--- src/rtl/mf_pkg.sv ---
package mf_pkg;

    // Default field widths of the minifloat word (bias 31 is implied by EXP_W)
    localparam int EXP_W_DEF  = 6;
    localparam int FRAC_W_DEF = 5;

    // Operation selected from the operand signs
    typedef enum logic {
        OP_ADD = 1'b0,
        OP_SUB = 1'b1
    } mf_op_e;

endpackage

--- src/rtl/mf_order.sv ---
module mf_order
    import mf_pkg::*;
#(
    parameter int EXP_W  = EXP_W_DEF,
    parameter int FRAC_W = FRAC_W_DEF
) (
    input  logic [EXP_W+FRAC_W:0]   a_word,
    input  logic [EXP_W+FRAC_W:0]   b_word,
    output logic [EXP_W-1:0]        big_exp,
    output logic [FRAC_W:0]         big_sig,
    output logic [FRAC_W:0]         small_sig,
    output logic                    res_sign,
    output mf_op_e                  op
);

    localparam int MAG_W = EXP_W + FRAC_W;
    localparam int SIG_W = FRAC_W + 1;

    logic [EXP_W-1:0] exp_a, exp_b, small_exp, shift_amt;
    logic [SIG_W-1:0] sig_a, sig_b, small_raw;
    logic [MAG_W-1:0] key_a, key_b;
    logic             a_first;

    always_comb begin
        exp_a = a_word[MAG_W-1:FRAC_W];
        exp_b = b_word[MAG_W-1:FRAC_W];
        sig_a = (exp_a == '0) ? '0 : {1'b1, a_word[FRAC_W-1:0]};
        sig_b = (exp_b == '0) ? '0 : {1'b1, b_word[FRAC_W-1:0]};
        key_a = (exp_a == '0) ? '0 : a_word[MAG_W-1:0];
        key_b = (exp_b == '0) ? '0 : b_word[MAG_W-1:0];
        a_first = (key_a >= key_b);

        if (a_first) begin
            big_exp   = exp_a;
            big_sig   = sig_a;
            small_exp = exp_b;
            small_raw = sig_b;
            res_sign  = a_word[MAG_W];
        end else begin
            big_exp   = exp_b;
            big_sig   = sig_b;
            small_exp = exp_a;
            small_raw = sig_a;
            res_sign  = b_word[MAG_W];
        end

        shift_amt = big_exp - small_exp;
        if (shift_amt >= EXP_W'(SIG_W))
            small_sig = '0;
        else
            small_sig = small_raw >> shift_amt;

        op = (a_word[MAG_W] ^ b_word[MAG_W]) ? OP_SUB : OP_ADD;
    end

endmodule

--- src/rtl/mf_combine.sv ---
module mf_combine
    import mf_pkg::*;
#(
    parameter int FRAC_W = FRAC_W_DEF
) (
    input  logic [FRAC_W:0]   big_sig,
    input  logic [FRAC_W:0]   small_sig,
    input  mf_op_e            op,
    output logic [FRAC_W+1:0] raw_sum
);

    always_comb begin
        if (op == OP_SUB)
            raw_sum = {1'b0, big_sig} - {1'b0, small_sig};
        else
            raw_sum = {1'b0, big_sig} + {1'b0, small_sig};
    end

endmodule

--- src/rtl/mf_norm.sv ---
module mf_norm
    import mf_pkg::*;
#(
    parameter int EXP_W  = EXP_W_DEF,
    parameter int FRAC_W = FRAC_W_DEF
) (
    input  logic [FRAC_W+1:0]     raw_sum,
    input  logic [EXP_W-1:0]      exp_in,
    input  logic                  sign_in,
    output logic [EXP_W+FRAC_W:0] word_out
);

    localparam int SIG_W   = FRAC_W + 1;
    localparam int LZ_W    = $clog2(SIG_W + 1);
    localparam int EXT_W   = EXP_W + 2;
    localparam int EXP_MAX = (1 << EXP_W) - 1;

    logic [LZ_W-1:0]         lz;
    logic [FRAC_W-1:0]       frac_n;
    logic signed [EXT_W-1:0] exp_base, exp_n;

    always_comb begin
        lz = '0;
        for (int i = 0; i < SIG_W; i++) begin
            if (raw_sum[i])
                lz = LZ_W'(SIG_W - 1 - i);
        end

        exp_base = $signed({2'b00, exp_in});
        if (raw_sum[SIG_W]) begin
            frac_n = raw_sum[SIG_W-1:1];
            exp_n  = exp_base + EXT_W'(1);
        end else begin
            frac_n = FRAC_W'(raw_sum[FRAC_W-1:0] << lz);
            exp_n  = exp_base - $signed({{(EXT_W-LZ_W){1'b0}}, lz});
        end

        if (raw_sum == '0)
            word_out = '0;
        else if (exp_n > $signed(EXT_W'(EXP_MAX)))
            word_out = {sign_in, {EXP_W{1'b1}}, {FRAC_W{1'b1}}};
        else if (exp_n <= $signed(EXT_W'(0)))
            word_out = '0;
        else
            word_out = {sign_in, exp_n[EXP_W-1:0], frac_n};
    end

endmodule

--- src/rtl/mf_addsub.sv ---
module mf_addsub
    import mf_pkg::*;
#(
    parameter int EXP_W  = EXP_W_DEF,
    parameter int FRAC_W = FRAC_W_DEF
) (
    input  logic                  clk,
    input  logic                  rst_n,
    input  logic [EXP_W+FRAC_W:0] op_a,
    input  logic [EXP_W+FRAC_W:0] op_b,
    output logic [EXP_W+FRAC_W:0] sum
);

    localparam int WORD_W = EXP_W + FRAC_W + 1;
    localparam int MAG_W  = EXP_W + FRAC_W;
    localparam int SIG_W  = FRAC_W + 1;

    typedef struct packed {
        logic [WORD_W-1:0] sum;
    } state_t;

    state_t st_d, st_q;

    logic [EXP_W-1:0] big_exp;
    logic [SIG_W-1:0] big_sig, small_sig;
    logic             res_sign;
    mf_op_e           op;
    logic [SIG_W:0]   raw_sum;
    logic [WORD_W-1:0] packed_sum;

    mf_order #(.EXP_W(EXP_W), .FRAC_W(FRAC_W)) u_order (
        .a_word    (op_a),
        .b_word    (op_b),
        .big_exp   (big_exp),
        .big_sig   (big_sig),
        .small_sig (small_sig),
        .res_sign  (res_sign),
        .op        (op)
    );

    mf_combine #(.FRAC_W(FRAC_W)) u_combine (
        .big_sig   (big_sig),
        .small_sig (small_sig),
        .op        (op),
        .raw_sum   (raw_sum)
    );

    mf_norm #(.EXP_W(EXP_W), .FRAC_W(FRAC_W)) u_norm (
        .raw_sum   (raw_sum),
        .exp_in    (big_exp),
        .sign_in   (res_sign),
        .word_out  (packed_sum)
    );

    always_comb begin
        st_d     = st_q;
        st_d.sum = packed_sum;
    end

    always_ff @(posedge clk or negedge rst_n) begin
        if (!rst_n)
            st_q <= '0;
        else
            st_q <= st_d;
    end

    assign sum = st_q.sum;

    // Port-level views used by the assertions
    logic [EXP_W-1:0] ea_v, eb_v, es_v;
    logic             a_zero_v, b_zero_v;
    assign ea_v     = op_a[MAG_W-1:FRAC_W];
    assign eb_v     = op_b[MAG_W-1:FRAC_W];
    assign es_v     = sum[MAG_W-1:FRAC_W];
    assign a_zero_v = (ea_v == '0);
    assign b_zero_v = (eb_v == '0);


    reset_clear_chk: assert property (@(posedge clk) disable iff (!rst_n)
        $rose(rst_n) |-> (sum == '0));


    zero_zero_chk: assert property (@(posedge clk) disable iff (!rst_n)
        (a_zero_v && b_zero_v) |=> (sum == '0));


    zero_pass_chk: assert property (@(posedge clk) disable iff (!rst_n)
        (a_zero_v && !b_zero_v) |=> (sum == $past(op_b)));


    cancel_pos_zero_chk: assert property (@(posedge clk) disable iff (!rst_n)
        (!a_zero_v && (op_a[MAG_W-1:0] == op_b[MAG_W-1:0]) && (op_a[MAG_W] != op_b[MAG_W]))
        |=> (sum == '0));


    far_operand_chk: assert property (@(posedge clk) disable iff (!rst_n)
        (!a_zero_v && !b_zero_v && ({1'b0, ea_v} > ({1'b0, eb_v} + (EXP_W+1)'(SIG_W))))
        |=> (sum == $past(op_a)));


    sign_follow_chk: assert property (@(posedge clk) disable iff (!rst_n)
        (!a_zero_v && !b_zero_v && (op_a[MAG_W-1:0] > op_b[MAG_W-1:0]))
        |=> ((sum == '0) || (sum[MAG_W] == $past(op_a[MAG_W]))));


    flush_clean_chk: assert property (@(posedge clk) disable iff (!rst_n)
        (es_v == '0) |-> (sum == '0));

endmodule

--- config.mk ---
export PLATFORM = sky130hd
export DESIGN_NAME = mf_addsub
export DESIGN_NICKNAME = d
export VERILOG_FILES = /design/src/rtl/mf_pkg.sv /design/src/rtl/mf_order.sv /design/src/rtl/mf_combine.sv /design/src/rtl/mf_norm.sv /design/src/rtl/mf_addsub.sv
export SDC_FILE = /design/constraint.sdc
export NUM_CORES = 1
export LEC_CHECK = 0
export BUFFER_PORTS_ARGS = -buffer_cell sky130_fd_sc_hd__buf_4
export CAP_MARGIN = 15
export CORE_UTILIZATION = 25
export CTS_BUF_LIST = sky130_fd_sc_hd__clkbuf_8
export DETAILED_ROUTE_END_ITERATION = 16
export PLACE_DENSITY = 0.43
export SLEW_MARGIN = 0
export SYNTH_ARGS = -nofsm -noshare
export SYNTH_HDL_FRONTEND = slang
export SYNTH_SLANG_ARGS = --single-unit
--- constraint.sdc ---
create_clock -name clk -period 0.8 [get_ports clk]
set_input_delay 0.16 -clock clk [delete_from_list [all_inputs] [get_ports clk]]
set_output_delay 0.16 -clock clk [all_outputs]
set_load 0.01 [all_outputs]
# Word-level counts from Yosys, hierarchy flattened
# Cells that the tools add are included.
# Widths: inputs -> output; s select.
# totals
regBits,12
latchBits,0
mem_bits_rw,0
rom_bits,0
in_bits,26
n_memories,0
# op_classes
n_addsub,5
multipliers,0
div_mod_pow,0
n_lt_le_gt_ge,4
n_eq_ne,0
shifts,2
mux,23
n_bitwise,1
reduce_logical,3
# op_table
cell,count
$mux 6,7
$mux 12,3
$mux 11,2
$mux 3,6
$logic_not 6->1,2
$ge 11x11->1,1
$gt 8x7->1 const B,1
$le 8x1->1 const B,1
$mux 8,1
$add 6x1->7 const B,1
$add 6x6->7,1
$logic_not 7->1,1
$mux 7,1
$sub 6x3->7,1
$sub 6x6->7,1
$ge 6x3->1 const B,1
$shr 6x6->6,1
$sub 6x6->6,1
$mux 5,1
$shl 5x3->5,1
$mux 1,2
$xor 1x1->1,1

# Longest topological paths before layout
# Gate-level depths: netlist of run 1.
# logic_depth
ltp_word,21
depth_mapped,45

# Hierarchy
# A second synthesis of run 1 with hierarchy kept.
# hier_totals
cells_unflattened,351
hier_area_um2,2471.1
# by_module_without_submodules
mod,instances,cells_each,area_per_inst_um2,seq_area_each_um2
mf_order,1,189,1146.1,0.0
mf_norm,1,102,666.9,0.0
mf_combine,1,48,357.8,0.0
mf_addsub,1,12,300.3,300.3

# Worst setup path before layout of run 1
# Ideal clock, no wire load.
# synth_path
path_type,in2reg
from,input port op_a[7]
to,"register st_q, in the netlist sum[0]"
setup_time_ps,79
arrival_ps,7449
setup_slack_ps,-6728
cell_stages,43
n_path_buf,5
path_cell_list,clkbuf_1 > nor2_1 > nand3_1 > and2_1 > ha_1 > a21o_1 > a31oi_2 > o31a_1 > buf_6 > nand2_2 > buf_6 > buf_6 > buf_2 > nor2_1 > a21oi_1 > ha_1 > a31oi_4 > a211o_1 > [7 not listed] > o21a_1 > ha_1 > nor2b_1 > o21ai_0 > a21boi_0 > o21ai_0 > nand2b_1 > xor2_1 > or4b_2 > ha_1 > xor2_1 > nor3b_1 > nand2_1 > a21oi_1 > a32o_1 > and2_1 > or3_1 > mux2i_1
# synth_between
elab_chain_cells,21
elab_cells_between_ends,32
cone_classes,5 x add/sub; 4 x order compare; 2 x shift; 19 x mux; 2 x reduce/logical
# synth_lines
element,line_no,text
start: declaration,mf_addsub.sv:9,"input logic [EXP_W+FRAC_W:0] op_a,"
$logic_not 6->1,"mf_order.sv:27, mf_order.sv:29",
$mux 11,mf_order.sv:29,key_a = (exp_a == '0) ? '0 : a_word[MAG_W-1:0];
$ge 11x11->1,mf_order.sv:31,a_first = (key_a >= key_b);
$mux 6,mf_order.sv:33,if (a_first) begin
$sub 6x6->6,mf_order.sv:47,shift_amt = big_exp - small_exp;
$ge 6x3->1 / $shr 6x6->6 (equally long branches),"mf_order.sv:48, mf_order.sv:51",
$mux 6,mf_order.sv:48,if (shift_amt >= EXP_W'(SIG_W))
$add 6x6->7 / $sub 6x6->7 (equally long branches),"mf_combine.sv:16, mf_combine.sv:14",
$mux 7,mf_combine.sv:13,if (op == OP_SUB)
$mux 3 (6 in a row),mf_norm.sv:25,if (raw_sum[i])
$sub 6x3->7,mf_norm.sv:35,"exp_n = exp_base - $signed({{(EXT_W-LZ_W){1'b0}}, lz});"
$mux 8,mf_norm.sv:30,if (raw_sum[SIG_W]) begin
$le 8x1->1,mf_norm.sv:42,else if (exp_n <= $signed(EXT_W'(0)))
$mux 12,mf_norm.sv:42,
$mux 12,mf_norm.sv:40,else if (exp_n > $signed(EXT_W'(EXP_MAX)))
$mux 12 (*),mf_norm.sv:38,if (raw_sum == '0)
net packed_sum[0],mf_addsub.sv:29,logic [WORD_W-1:0] packed_sum;
end signal: assignment,mf_addsub.sv:64,st_q <= st_d;
end: declaration,mf_addsub.sv:22,"state_t st_d, st_q;"
# Mark *: on every way through the listed nets, which the timed path passes. The rest lies on a longest branch.

# Final worst setup path of run 1
# layout_path
from,input port op_a[10]
to,"register st_q, in the netlist sum[0]"
# The elaborated chain is that of the path after synthesis.

==> reports/metrics.cfg, run 1 <==
[synth]
synthAdderAreaFrac=0.1309
synthCells=391
synth_top_area_share=0.1069
ys_types=67
synthFlopType=dfrtp_1
yosys_warnings=0
synth_area_leaders=dfrtp_1, ha_1, nand2_1, a21oi_1, mux2i_1
synth_most_common_cell=nand2_1
syn_avg_cell_area_sq_um=7.187
synth_top_area_cell=dfrtp_1
synth_mux_area_frac=0.08103
synth_compound_area_frac=0.2943
yosysSeqAreaShare=0.1069
synth_xor_area_frac=0.05254
synth_fp_nets=442
synth.ff_latch_count=12
synth_top_family_by_area=compound AO/OA/AOI/OAI gates
synth_edf_count=0
async_flop_share=1.000
netlist_top_cells_count=nand2_1, a21oi_1, nor2_1, o21ai_0, ha_1
syn-cell-area_sq_mm=0.002810
yosys.area_share.simple=0.2694

[placed_design]
port_buffers=37
dpl.hpwl_um=8256
placed_area_sq_mm=0.004373
place_congestion=0.8400

[global_routing]
grt.overflow.total=0
grt_use_total=0.1738
grt_max_degree=29
grt_first_pass_wirelength_um=16330
antenna_found_initial=0
grt_pass1_vias=3394

[layout]
area_growth_pct=72.04
num_antenna_cells=0
nets=625
n_fill_cell=1092
final-seq-area_sq_um=300.3
finalInstanceArea_sq_mm=0.004835
fin_util=0.4440
drive_gt1_frac=0.4825
multiInputGateArea_sq_mm=0.002654
largest_reg_flops=12

[power]
switchingPower_w=0.003576
p_int_w=0.005401
vdd_drop_max_uv=1900
power_frac_seq=0.117
powerDensity_mw_per_mm2=1857
p_comb_frac=0.826
p_sw_frac=0.3983
pwr-share-clk=0.057
total_power_w=0.008977
p_leak_nw=2.242

[clocking]
cts_tree=built
cts_buffers=3
clk_pin_slew_ns=0.05
clkSinkCount=12
clockBufferDepth=2
cts_root_buf=clkbuf_8
cts_max_level=1

[min_path]
hold_class=in -> async

[setup_path]
crit_slowest_cell=or3_4
cp_max_fo=6
cp.arrival_ns=6.64
critPathTopFamily=simple AND/OR/NAND/NOR gates
timing.critical_path.from=op_a[10]
cp_slowest_stage_delay_ns=0.43
cp-end-kind=flop
cp-start-kind=primary input
critical_path_buf_inv_count=1
path_class=in -> reg
critPathRequiredTime_ns=0.96
cp_common_cell=and2_4

[die]
die_x_um=108.0
top_level_ports=38
core_area_sq_mm=0.01089
die_h_um=108.0
initial_core_util=0.2581
dieArea_sq_mm=0.01167
num_rows=38

[sta]
finalMaxSlewViolations=0
relSlewSlack=0.5335
holdWs_ns=0.3020
fin_crit_ns=6.479
fmax_mhz=154.4
hold_viol_final=0
rsz0062_at_grt=yes
setup_viol=24
tightestPinTransition_ns=0.6924
finalCritPeriodShare=8.098
worst_slack_ns=-5.679

[drt]
dr.pass1.iters=4
ant_nets=0
drtIter0Drc=88
routedWlPerCell_um=13.65
post-route-drc-count=0
vias=3374
drt-total-wl_um=9719
via_per_inst=4.739

[flow_run]
drv_cap=0

[outcome]
violations=negative setup slack
status=finished, violations left

-- cell families (layout without fill, tap and decap cells) --
logic type	after synthesis	count (layout)
and+or+nand+nor	153	153
adders and majority gates	29	29
DFF	12	12
muxes	22	22
xor gates and xnor gates	16	16
buffers and inverters	39	220
AOI/OAI and AO/OA	120	120
-- what timing repair did --
item	in CTS	in global routing
hold buffers	1	0
resized for setup	33	34
setup endpoints to repair	24	24
pin swaps	19	19
hold endpoints to repair	12	0
setup buffers	16	5
-- power groups by stage --
| stage | Sequential [W] | Combinational (W) | Clock [W] |
|---|---|---|---|
| 2_1_floorplan | 0.00116 | 0.00343 | 0 |
| 3_3_place_gp | 0.00100 | 0.00638 | 0 |
| 3_5_place_dp | 0.00101 | 0.00641 | 0 |
| 4_1_cts | 0.00106 | 0.00706 | 0.000534 |
| 5_1_grt | 0.00108 | 0.00819 | 0.000562 |
| 6_report | 0.00105 | 0.00741 | 0.000515 |
-- placed cells by master (no fill, tap or decap), types with 4 or more instances in the layout --
master / Yosys / final
a211oi_1: 5 / 4
a21o_1: 9 / 9
a21oi_1: 33 / 26
a21oi_2: 1 / 8
and2_4: 1 / 6
and3_1: 9 / 8
buf_4: 0 / 177
buf_6: 4 / 18
dfrtp_1: 12 / 12
ha_1: 23 / 17
ha_4: 0 / 5
inv_1: 18 / 16
maj3_1: 4 / 4
mux2_2: 6 / 4
mux2i_1: 16 / 16
nand2_1: 47 / 43
nand2b_1: 9 / 7
nor2_1: 32 / 22
nor2_4: 0 / 8
nor2b_1: 5 / 4
nor3_1: 16 / 13
o211ai_1: 4 / 4
o21a_1: 4 / 4
o21ai_0: 28 / 22
o21ai_1: 2 / 7
xnor2_1: 6 / 5
xor2_1: 9 / 7
-- area by class of cell --
| class | count | area share |
|---|---|---|
| clock buffer | 3 | 0.008540 |
| inverter | 18 | 0.01398 |
| multi-input combinational | 340 | 0.5489 |
| sequential | 12 | 0.06211 |
| tap | 140 | 0.03623 |
| timing repair buffer | 199 | 0.3302 |
-- stage by stage --
step	cells	TNS (ns)	setup WS [ns]
floorplan	391	-70.80	-6.162
global placement	688	-70.45	-6.002
detailed placement	688	-71.85	-6.146
CTS	707	-66.77	-5.637
global route	712	-72.33	-6.044
finish	712	-67.63	-5.679
-- final timing paths --
| path | cells after the start | slack, ns | endpoint |
|---|---|---|---|
| max in group asynchronous | 2 | 0.35 | sum[2]$_DFF_PN0_ |
| hold / removal | 2 | 0.30 | sum[7]$_DFF_PN0_ |
| setup / recovery | 38 | -5.68 | sum[0]$_DFF_PN0_ |
| min in group clk | 4 | 0.44 | sum[11]$_DFF_PN0_ |
-- layer usage --
layer | routed length [um] | track usage | vias to the layer above
li1 | - | - | 1782
met4 | 51 | 0.02153 | 0
met2 | 4954 | 0.3317 | 52
met3 | 176 | 0.004822 | 7
met1 | 4537 | 0.2202 | 1533
met5 | 0 | 0 | -
No activity file was read; power rests on OpenSTA's default activity.
==> inputs of run 2 (changes only) <==
--- a/config.mk
+++ b/config.mk
@@ -5,6 +5,7 @@
 export SDC_FILE = /design/constraint.sdc
 export NUM_CORES = 1
 export LEC_CHECK = 0
+export ABC_AREA = 1
 export BUFFER_PORTS_ARGS = -buffer_cell sky130_fd_sc_hd__buf_4
 export CAP_MARGIN = 15
 export CORE_UTILIZATION = 25
==> run 2 against run 1 <==
  * The flow still finishes with violations (negative setup slack)
  * Utilization is 2.4 points higher
  * Final cell count is 13% higher
  * First-iteration DRC count is 42% higher
  * Die area is 4.6% lower
  * Maximum frequency is 0.58% lower
  * Routed wire length is 3.4% lower
  * Via count is 3.9% higher
  * Largest cell class unchanged
==> reports/metrics.cfg, run 2 <==
[synth]
synth.ff_latch_count=12  ; unchanged
yosys.area_share.simple=0.4411  ; was 0.2694
synthCells=458  ; was 391
netlist_top_cells_count=nand2_1, inv_1, nor2_1, nand3_1, o21ai_0  ; was nand2_1, a21oi_1, nor2_1, o21ai_0, ha_1
synthFlopType=dfrtp_1  ; unchanged
synth_xor_area_frac=0.05841  ; was 0.05254
synth_top_area_cell=nand2_1  ; was dfrtp_1
synth_top_family_by_area=simple AND/OR/NAND/NOR gates  ; was compound AO/OA/AOI/OAI gates
synth_top_area_share=0.1556  ; was 0.1069
synth_area_leaders=nand2_1, inv_1, dfrtp_1, ha_1, nand3_1  ; was dfrtp_1, ha_1, nand2_1, a21oi_1, mux2i_1
synth_mux_area_frac=0  ; was 0.08103
yosysSeqAreaShare=0.1121  ; was 0.1069
syn-cell-area_sq_mm=0.002678  ; was 0.002810 sq mm
async_flop_share=1.000  ; unchanged
synth_most_common_cell=nand2_1  ; unchanged
ys_types=38  ; was 67
synth_edf_count=0  ; unchanged
yosys_warnings=0  ; unchanged
synth_fp_nets=509  ; was 442
syn_avg_cell_area_sq_um=5.846  ; was 7.187 sq um
synth_compound_area_frac=0.1290  ; was 0.2943
synthAdderAreaFrac=0.1224  ; was 0.1309

[drt]
post-route-drc-count=0  ; unchanged
routedWlPerCell_um=11.68  ; was 13.65 um
via_per_inst=4.362  ; was 4.739
dr.pass1.iters=4  ; unchanged
drtIter0Drc=125  ; was 88
vias=3507  ; was 3374
met3_length_um=159  ; was 176 um
ant_nets=0  ; unchanged
met2_length_um=4939  ; was 4954 um
drt-total-wl_um=9392  ; was 9719 um
top_layer=met4  ; unchanged
m1WireLength_um=4022  ; was 4537 um

[power]
p_leak_nw=2.608  ; was 2.242 nW
vdd_drop_max_uv=1526  ; was 1900 uV
powerDensity_mw_per_mm2=2475  ; was 1857 mW/mm^2

[global_routing]
grt_first_pass_wirelength_um=15640  ; was 16330 um
grt_max_degree=19  ; was 29
antenna_found_initial=0  ; unchanged
grt_pass1_vias=3460  ; was 3394
grt_use_total=0.1729  ; was 0.1738
grt.overflow.total=0  ; unchanged

[sta]
fin_crit_ns=6.516  ; was 6.479 ns
finalCritPeriodShare=8.146  ; was 8.098
rsz0062_at_grt=yes  ; unchanged
fmax_mhz=153.5  ; was 154.4 MHz
tightestPinTransition_ns=0.5858  ; was 0.6924 ns
finalMaxSlewViolations=0  ; unchanged
setup_tns_ns=-68.74  ; was -67.63 ns
worst_slack_ns=-5.716  ; was -5.679 ns
relSlewSlack=0.6053  ; was 0.5335
hold_viol_final=0  ; unchanged
setup_viol=24  ; unchanged

[setup_path]
cp_slowest_stage_delay_ns=0.31  ; was 0.43 ns
cp-start-kind=primary input  ; unchanged
timing.critical_path.from=op_a[6]  ; was op_a[10]
cp_max_fo=7  ; was 6
critPathRequiredTime_ns=0.97  ; was 0.96 ns
cp_common_cell=buf_4  ; was and2_4
cp-end-kind=flop  ; unchanged
path_class=in -> reg  ; unchanged
cp.arrival_ns=6.69  ; was 6.64 ns
crit_slowest_cell=nor4_4  ; was or3_4

[layout]
mostFrequentLayoutCell=buf_4  ; unchanged
num_antenna_cells=0  ; unchanged
n_fill_cell=1060  ; was 1092
finalInstanceArea_sq_mm=0.004851  ; was 0.004835 sq mm
area_growth_pct=81.17  ; was 72.04%
mostFrequentLayoutCells=buf_4, nand2_1, inv_1, nor2_1, nand3_1  ; was buf_4, nand2_1, a21oi_1, nor2_1, o21ai_0
instances_no_fill=804  ; was 712
drive_gt1_frac=0.4970  ; was 0.4825
largest_reg_flops=12  ; unchanged
fin_util=0.4678  ; was 0.4440
nets=720  ; was 625

[placed_design]
placed_area_sq_mm=0.004076  ; was 0.004373 sq mm
dpl.hpwl_um=7274  ; was 8256 um
port_buffers=37  ; unchanged
pre_cts_slack_ns=-6.150  ; was -6.146 ns
place_congestion=0.8180  ; was 0.8400
dp_cells=747  ; was 688

[clocking]
cts_max_level=1  ; unchanged
clkSinkCount=12  ; unchanged
clockBufferDepth=2  ; unchanged
cts_tree=built  ; unchanged
clk_pin_slew_ns=0.05  ; about the same
cts_root_buf=clkbuf_8  ; unchanged
cts_buffers=3  ; unchanged

[outcome]
status=finished, violations left  ; unchanged
violations=negative setup slack  ; unchanged

[die]
num_rows=37  ; was 38
die_h_um=105.5  ; was 108.0 um
initial_core_util=0.2582  ; was 0.2581
core_area_sq_mm=0.01037  ; was 0.01089 sq mm
die_x_um=105.5  ; was 108.0 um
dieArea_sq_mm=0.01113  ; was 0.01167 sq mm
top_level_ports=38  ; unchanged

[min_path]
hold_class=in -> async  ; unchanged

[flow_run]
drv_cap=0  ; unchanged

[run 2: cell types whose count changed after synthesis, sizes merged, moves of 12 or more]
| cell | delta |
|---|---|
| nor2 | +21 |
| nand2 | +84 |
| nor3 | -12 |
| a21oi | -16 |
| inv | +65 |
| mux2i | -16 |
| nand3 | +34 |
[run 2: logic make-up after synthesis]
| family | after synthesis |
|---|---|
| simple gates | 248 |
| buf+inv | 95 |
| compound gates | 61 |
| fa+ha+maj | 25 |
| xor+xnor | 17 |
| flops | 12 |
[run 2: cell type report]
| class | count | area, sq um | share of cell area |
|---|---|---|---|
| clock buffer | 4 | 55.05 | 0.01135 |
| inverter | 85 | 324.1 | 0.06680 |
| tap | 136 | 170.2 | 0.03508 |
| multi-input combinational | 351 | 2310 | 0.4761 |
| timing repair buffer | 216 | 1692 | 0.3487 |
| sequential | 12 | 300.3 | 0.06190 |
[run 2: critical path: cells and delay by family]
kind	cells	cell delay (ns)
adders and majority gates	3	0.65
buffers and inverters	32	3.69
and+or+nand+nor	20	1.93
xor gates and xnor gates	1	0.18
AOI/OAI and AO/OA	1	0.07
[run 2: worst max path at each step]
| stage | depth (start not counted) | to | slack, ns |
|---|---|---|---|
| 3_3_place_gp | 55 | sum[4]$_DFF_PN0_ | -5.94 |
| 4_1_cts | 54 | sum[4]$_DFF_PN0_ | -5.50 |
| 2_1_floorplan | 56 | sum[4]$_DFF_PN0_ | -5.92 |
| 3_5_place_dp | 55 | sum[4]$_DFF_PN0_ | -6.15 |
| 6_report | 57 | sum[2]$_DFF_PN0_ | -5.72 |
| 5_1_grt | 56 | sum[2]$_DFF_PN0_ | -6.03 |
[run 2: routing by layer]
| layer | track usage | vias up |
|---|---|---|
| met5 | 0 | - |
| met1 | 0.2046 | 1537 |
| li1 | - | 1874 |
| met2 | 0.3299 | 72 |
| met3 | 0.005566 | 24 |
| met4 | 0.06250 | 0 |
[run 2: power breakdown]
group | internal (W) | total (W) | switching (W)
Sequential | 0.000936 | 0.00106 | 0.000128
Combinational | 0.00540 | 0.0103 | 0.00490
Clock | 0.000434 | 0.000646 | 0.000212
[run 2: timing repair]
item	CTS	global route
hold endpoints to repair	12	0
gates resized for setup	49	41
hold buffers	1	0
pin swaps	57	12
setup buffers	48	4
endpoints found under the setup margin	24	24
[run 2: stage by stage]
| step | hold slack, ns | total power (W) |
|---|---|---|
| global placement | -0.0005599 | 0.009790 |
| CTS | 0.2919 | 0.01135 |
| finish | 0.2914 | 0.01201 |
| detailed placement | 0.004587 | 0.009844 |
| floorplan | -0.1356 | 0.005904 |
| global route | 0.3194 | 0.01322 |
